**src/rtl/mont_exp.sv**
```systemverilog
module mont_exp #(
  parameter int W       = 32,
  parameter int D       = 8,
  parameter int EW      = 32,
  parameter bit KEEP_R2 = 1'b1
) (
  input  logic          clk,
  input  logic          rst_n,
  input  logic          start,
  input  logic          reuse_r2,
  input  logic [W-1:0]  x,
  input  logic [EW-1:0] e,
  input  logic [W-1:0]  n,
  input  logic [D-1:0]  nprime,
  input  logic [W-1:0]  r2,
  output logic          busy,
  output logic          done,
  output logic [W-1:0]  result
);
  localparam int STEPS = W / D;
  localparam int AW    = W + D + 2;
  localparam int CW    = $clog2(STEPS + 1);
  localparam int IW    = $clog2(EW);
  localparam logic [CW-1:0] LAST = CW'(STEPS);

  typedef enum logic [2:0] {
    ST_IDLE, ST_CONVERT, ST_INIT, ST_SQUARE, ST_MULTIPLY, ST_FINAL, ST_DONE
  } st_t;

  st_t           state;
  logic          launch, pbusy;
  logic [CW-1:0] pcnt;
  logic [W-1:0]  pa, pb;
  logic [AW-1:0] pacc;
  logic [W-1:0]  x_q, n_q, r2_q, xm, acc_r;
  logic [EW-1:0] e_q;
  logic [D-1:0]  np_q;
  logic [IW-1:0] idx;

  function automatic logic [IW-1:0] top_bit(input logic [EW-1:0] v);
    top_bit = '0;
    for (int i = 0; i < EW; i++)
      if (v[i]) top_bit = i[IW-1:0];
  endfunction

  logic          accept;
  logic [AW-1:0] t1, pnext, nx;
  logic [D-1:0]  q;
  logic [W-1:0]  pres, op_a, op_b;
  logic          prod_done;

  assign accept = (state == ST_IDLE) && start;
  assign busy   = (state != ST_IDLE);
  assign done   = (state == ST_DONE);

  assign nx        = {{(AW-W){1'b0}}, n_q};
  assign t1        = pacc + {{(AW-D){1'b0}}, pa[D-1:0]} * {{(AW-W){1'b0}}, pb};
  assign q         = t1[D-1:0] * np_q;
  assign pnext     = (t1 + {{(AW-D){1'b0}}, q} * nx) >> D;
  assign prod_done = pbusy && (pcnt == LAST);
  assign pres      = (pacc >= nx) ? pacc[W-1:0] - n_q : pacc[W-1:0];

  always_comb begin
    op_a = acc_r;
    op_b = acc_r;
    case (state)
      ST_CONVERT:  begin op_a = x_q;           op_b = r2_q; end
      ST_INIT:     begin op_a = W'(1);         op_b = r2_q; end
      ST_MULTIPLY: begin op_a = acc_r;         op_b = xm;   end
      ST_FINAL:    begin op_a = acc_r;         op_b = W'(1); end
      default:     begin op_a = acc_r;         op_b = acc_r; end
    endcase
  end

  generate
    if (KEEP_R2) begin : g_keep
      always_ff @(posedge clk or negedge rst_n)
        if (!rst_n)                   r2_q <= '0;
        else if (accept && !reuse_r2) r2_q <= r2;
    end else begin : g_load
      always_ff @(posedge clk or negedge rst_n)
        if (!rst_n)      r2_q <= '0;
        else if (accept) r2_q <= r2;
    end
  endgenerate

  always_ff @(posedge clk or negedge rst_n) begin
    if (!rst_n) begin
      state  <= ST_IDLE;
      launch <= 1'b0;
      pbusy  <= 1'b0;
      pcnt   <= '0;
      pa     <= '0;
      pb     <= '0;
      pacc   <= '0;
      x_q    <= '0;
      e_q    <= '0;
      n_q    <= '0;
      np_q   <= '0;
      xm     <= '0;
      acc_r  <= '0;
      idx    <= '0;
      result <= '0;
    end else begin
      if (launch) begin
        pa     <= op_a;
        pb     <= op_b;
        pacc   <= '0;
        pcnt   <= '0;
        pbusy  <= 1'b1;
        launch <= 1'b0;
      end else if (pbusy && !prod_done) begin
        pacc <= pnext;
        pa   <= pa >> D;
        pcnt <= pcnt + 1'b1;
      end else if (prod_done) begin
        pbusy <= 1'b0;
      end

      case (state)
        ST_IDLE: if (start) begin
          x_q    <= x;
          e_q    <= e;
          n_q    <= n;
          np_q   <= nprime;
          idx    <= top_bit(e);
          launch <= 1'b1;
          state  <= ST_CONVERT;
        end
        ST_CONVERT: if (prod_done) begin
          xm     <= pres;
          launch <= 1'b1;
          state  <= ST_INIT;
        end
        ST_INIT: if (prod_done) begin
          acc_r  <= pres;
          launch <= 1'b1;
          state  <= (e_q == '0) ? ST_FINAL : ST_MULTIPLY;
        end
        ST_MULTIPLY: if (prod_done) begin
          acc_r  <= pres;
          launch <= 1'b1;
          if (idx == '0) state <= ST_FINAL;
          else begin
            idx   <= idx - 1'b1;
            state <= ST_SQUARE;
          end
        end
        ST_SQUARE: if (prod_done) begin
          acc_r  <= pres;
          launch <= 1'b1;
          if (e_q[idx])        state <= ST_MULTIPLY;
          else if (idx == '0)  state <= ST_FINAL;
          else                 idx   <= idx - 1'b1;
        end
        ST_FINAL: if (prod_done) begin
          result <= pres;
          state  <= ST_DONE;
        end
        ST_DONE: state <= ST_IDLE;
        default: state <= ST_IDLE;
      endcase
    end
  end
endmodule


```
**config.mk**
```make
export PLATFORM = sky130hd
export DESIGN_NAME = mont_exp
export DESIGN_NICKNAME = d
export VERILOG_FILES = /design/src/rtl/mont_exp.sv
export SDC_FILE = /design/constraint.sdc
export NUM_CORES = 2
export LEC_CHECK = 0
export BUFFER_PORTS_ARGS = -buffer_cell sky130_fd_sc_hd__buf_2
export CORE_UTILIZATION = 47
export CTS_CLUSTER_SIZE = 12
export DETAILED_ROUTE_END_ITERATION = 8
export SLEW_MARGIN = 20
export SYNTH_ARGS = -nofsm -noshare
export SYNTH_HDL_FRONTEND = slang
export SYNTH_SLANG_ARGS = --single-unit
```
**constraint.sdc**
```tcl
create_clock -name clk -period 14.4 [get_ports clk]
set_input_delay 0.72 -clock clk [delete_from_list [all_inputs] [get_ports clk]]
set_output_delay 0.72 -clock clk [all_outputs]
set_load 0.01 [all_outputs]
```
[Word level (Yosys, flattened, before mapping)]
Cells that the tools add are included.
Word-level totals
  register bits: 351
  input port bits: 140
  output and inout bits: 34
Operators by class
  add/sub/neg operators: 5
  $mul: 3
  order comparisons: 2
  equal/unequal tests: 16
  multiplexer cells: 65
  reduce and logical (&&, ||, !) cells: 23
Operator list (count)
  5-bit 2-to-1 mux: 35
  32-bit 2-to-1 mux: 3
  32-bit case mux with 3 select lines: 1
  42-bit by 40-bit adder with 42-bit output: 2
  42-bit 2-to-1 mux: 2
  8-bit by 32-bit multiplier with 40-bit output: 2
  32-bit case mux with 2 select lines: 1
  42-bit by 32-bit greater-or-equal comparator with 1-bit output: 1
  3-bit 2-to-1 mux: 11
  32-bit logical NOT: 1
  32-bit subtractor: 1
  3-bit case mux with 6 select lines: 1
  2-bit != test, second input constant: 8
  5-bit case mux with 3 select lines: 1
  3-bit == test, second input constant: 4
  2-bit AND reduction: 5
  8-bit by 8-bit multiplier with 8-bit output: 1
  1-bit 2-to-1 mux: 8
  7-bit AND reduction: 1
  3-bit by 2-bit == test with 1-bit output, second input constant: 2
  5-bit by 6-bit less-than comparator with 1-bit output, second input constant: 1
  3-bit nonzero test: 2
  1-bit binary-select mux with 5-bit select: 1
  5-bit logical NOT: 1
  13 further kinds: 18

[Logic depth before layout (Yosys ltp)]
  word-level depth: 33
  gate-level depth with buffers: 45
  depth with buffers taken out: 43

[Worst setup path before layout]
Ideal clock, no wire load.
  path kind: reg-to-reg
  start point: register pa[0]
  end point: register pacc[33]
  setup time: 119 ps
  arrival time: 11128 ps
  required time: 14281 ps
  slack: 3153 ps
  cell stages (with the launch flop): 44
  cell sequence: dfrtp_1 -> clkbuf_1 -> nand2_1 -> fa_1 -> inv_1 -> fa_1 -> inv_1 -> fa_1 -> fa_1 -> inv_1 -> ha_1 -> xnor2_1 -> and2_1 -> fa_1 -> inv_1 -> fa_1 -> fa_1 -> inv_1 -> (+8 left out) -> fa_1 -> inv_1 -> fa_1 -> fa_1 -> fa_1 -> inv_1 -> ha_1 -> a211oi_2 -> o21ai_0 -> a211o_1 -> o21ai_2 -> a31oi_4 -> a31o_4 -> a21o_4 -> a2111oi_4 -> nor3_2 -> xnor3_1 -> o21a_1
Between the ends
  longest elaborated chain between the ends: 7
Ends and longest elaborated chain
  start: declaration: RTL line 33  | logic [W-1:0] pa, pb;
  start signal: assignment: RTL line 106  | pa <= op_a;
  start signal: assignment: RTL line 114  | pa <= pa >> D;
  8-bit by 32-bit multiplier with 40-bit output *: RTL line 57  | assign t1 = pacc + {{(AW-D){1'b0}}, pa[D-1:0]} * {{(AW-W){1'b0}}, pb};
  42-bit by 40-bit adder with 42-bit output *: RTL line 57
  8-bit by 8-bit multiplier with 8-bit output: RTL line 58  | assign q = t1[D-1:0] * np_q;
  8-bit by 32-bit multiplier with 40-bit output: RTL line 59  | assign pnext = (t1 + {{(AW-D){1'b0}}, q} * nx) >> D;
  42-bit by 40-bit adder with 42-bit output *: RTL line 59
  42-bit 2-to-1 mux *: RTL line 112  | end else if (pbusy && !prod_done) begin
  42-bit 2-to-1 mux *: RTL line 105  | if (launch) begin
  end signal: assignment: RTL line 113  | pacc <= pnext;
  end: declaration: RTL line 34  | logic [AW-1:0] pacc;
Every way passes the cells marked *; elsewhere a longest branch is shown, timed or not. The select of a mux whose other input is x is not followed.
A chain may end at the register's enable or synchronous reset.

[Worst setup path after layout]
Same ends and word-level chain as after synthesis.

==> results.yml <==
clocking:
  cts_resized: 0
  cts_htree_levels: 2
  clock_latency_ns: 0.58
  root_buffer: "clkbuf_16"
  cts_max_path_buffers: 3
  cts_tree: "built"
  clkTransAtPathRegs_ns: 0.06
  cts_buffers: 41
  holdBufCountCts: 0
  post_cts_buffers: 0
  clock-sinks: 343
setup_path:
  start_kind: "flop"
  r2r_cells: 43
  worstReg2RegEnd: "pacc[33]"
  setup.worst_path.end_class: "flop"
  cp.arrival_ns: 13.02
  cpMostUsedCell: "fa_1"
  crit_fanout: 33
  worst-r2r-setup-slack_ns: 1.84
  worstPathRequired_ns: 14.87
  cp_slowest_cell: "dfrtp_1"
  r2r_start: "pa[0]"
  crit_type: "reg2reg"
  critPathMaxStageDelay_ns: 1.07
synth:
  synth.net_count: 4630
  synthXorXnorAreaFrac_pct: 2.64
  ys.flop_type: "dfrtp_1"
  synth_compound_area_share_pct: 11.8
  ys_seq_area_share_pct: 25.0
  ys_seq_elements: 343
  synthArstFlopShare_pct: 100
  synth.area.mux_share_pct: 1.91
  synth_top_family_by_area: "adder cells"
  synth_cells: 3871
  synth_warnings: 0
  yosysUniqueCellTypes: 76
  yosys.area_share.simple_pct: 17.7
  syn_area_per_cell_um2: 8.86
  syn_area_um2: 34300
  synth-edff-count: 0
  synthAdderAreaFrac_pct: 32.3
placement:
  place_area_um2: 36000
  place_congestion: 0.909
  io_buffers: 173
  dp_hpwl_mm: 70.1
  dpl_worst_slack_ns: 1.84
floorplanning:
  num_rows: 98
  die_w_um: 272
  top_level_ports: 174
  dieArea_um2: 74100
  core_um2: 71900
  die_y_um: 272
  initial_core_util_pct: 47.7
sta:
  finalHoldViolCount: 0
  rsz0062_at_grt: "false"
  setup_viol: 0
  fin_skew_ns: 0.0230
  fmax_mhz: 79.6
  post-route-period-util_pct: 87.2
  worstMarginPinSlew_ns: 1.17
  slew_violations: 0
  slew_headroom_pct: 20.9
  finalCriticalPeriod_ns: 12.56
  setup_ws_ns: 1.84
  finalSetupTns_ns: 0
route:
  wl_mm: 90.3
  drtPass1Iterations: 6
  vias: 25929
  drcViolationCount: 0
  wl_per_cell_um: 18.4
  initialDrtViolationCount: 1660
  ant_nets: 0
  via_per_inst: 5.28
hold_path:
  hp-class: "in2async"
cells_and_area:
  layout-drive-gt1-share_pct: 8.66
  multi_input_area_um2: 22900
  final.fill_count: 6977
  postLayoutCoreUtil_pct: 52.0
  antenna_cells: 0
  syn2layout_area_growth_pct: 8.96
  finish.instance_area_um2: 37400
  regArea_um2: 8590
  nNetsFinal: 4688
  mostFrequentLayoutCells: "722 x nand2_1, 602 x inv_1, 444 x fa_1, 342 x dfrtp_1, 284 x and2_1"
  layout_commonest_cell: "nand2_1"
grt:
  track_usage_pct: 25.5
  grt.overflow.total: 0
  grt_max_degree: 88
  grt_pass1_vias: 26741
  grt_pass1_wl_mm: 149
  antenna_found_initial: 0
status:
  outcome: "finished clean"
run:
  maxCapViolCount: 0
layer usage:
| layer | part of all wire (%) | vias to the layer above | global-route usage [%] |
|---|---|---|---|
| met5 | 0 | - | 0 |
| met4 | 1.8 | 0 | 4.88 |
| met3 | 6.1 | 93 | 4.58 |
| met2 | 43 | 609 | 38.2 |
| met1 | 49 | 12908 | 38.7 |
| li1 | - | 12319 | - |
metrics by stage:
stage,cells,hold WS (ns)
after global routing,4910,0.200
final,4910,0.142
after CTS,4910,0.168
after detailed placement,4836,0.465
after floorplan,3871,0.424
after global placement,4836,0.462
flip-flops by register name (all words and copies together), names as in the netlist, 5 cells and up:
name,flops
result,32
idx,5
x_q,32
pa,32
xm,32
pb,32
e_q,32
n_q,32
np_q,8
r2_q,32
acc_r,32
pacc,34
cells by family after synthesis:
kind of cell / after synthesis
buffers and inverters: 788
multiplexers: 49
AO/OA/AOI/OAI: 637
XOR/XNOR: 102
adder cells (fa/ha/maj): 619
AND/OR/NAND/NOR: 1333
flip-flops: 343
area by class of cell:
class | instances | share of cell area, %
clock buffer | 58 | 3.13
timing repair buffer | 200 | 2.89
multi-input combinational | 2740 | 61.2
sequential | 343 | 23.0
tap | 950 | 3.18
clock inverter | 16 | 0.619
inverter | 603 | 6.06
worst max path at each step:
| stage | depth (start not counted) | endpoint | startpoint | slack (ns) |
|---|---|---|---|---|
| after CTS | 43 | pacc[33] | pa[0] | 1.80 |
| after global placement | 43 | pacc[33] | pa[0] | 2.01 |
| after floorplan | 43 | pacc[33] | pa[0] | 3.15 |
| after global routing | 43 | pacc[33] | pa[0] | 1.12 |
| final | 43 | pacc[33] | pa[0] | 1.84 |
| after detailed placement | 43 | pacc[33] | pa[0] | 1.84 |
synthesized netlist by cell type, types with 17 or more instances:
| cell type | instances | area share [%] |
|---|---|---|
| nand2_1 | 725 | 7.9 |
| inv_1 | 602 | 6.6 |
| fa_1 | 444 | 26 |
| dfrtp_1 | 343 | 25 |
| and2_1 | 286 | 5.2 |
| o21ai_0 | 206 | 3.0 |
| ha_1 | 175 | 6.4 |
| nor2_1 | 169 | 1.8 |
| clkbuf_1 | 149 | 1.6 |
| a21oi_1 | 137 | 2.0 |
| xnor2_1 | 69 | 1.8 |
| a31oi_1 | 66 | 1.2 |
| a21o_1 | 53 | 1.2 |
| a22oi_1 | 38 | 0.83 |
| mux2_2 | 33 | 1.1 |
| xor2_1 | 32 | 0.82 |
| buf_1 | 31 | 0.34 |
| nand3_1 | 29 | 0.42 |
| nor3_1 | 27 | 0.39 |
| a221oi_1 | 24 | 0.61 |
| nand2b_1 | 18 | 0.33 |
| o21a_1 | 17 | 0.37 |
worst max-delay path: cells and delay by family, from the launching register on:
kind | cells | cell delay (ns)
AOI/OAI and AO/OA | 10 | 2.40
xor gates and xnor gates | 5 | 0.97
adders and majority gates | 16 | 6.70
buffers and inverters | 8 | 0.68
DFF | 1 | 1.07
and+or+nand+nor | 4 | 0.60
Power is not shown: default switching activity piles up to over one toggle a cycle in this logic, so the estimate is an artifact.
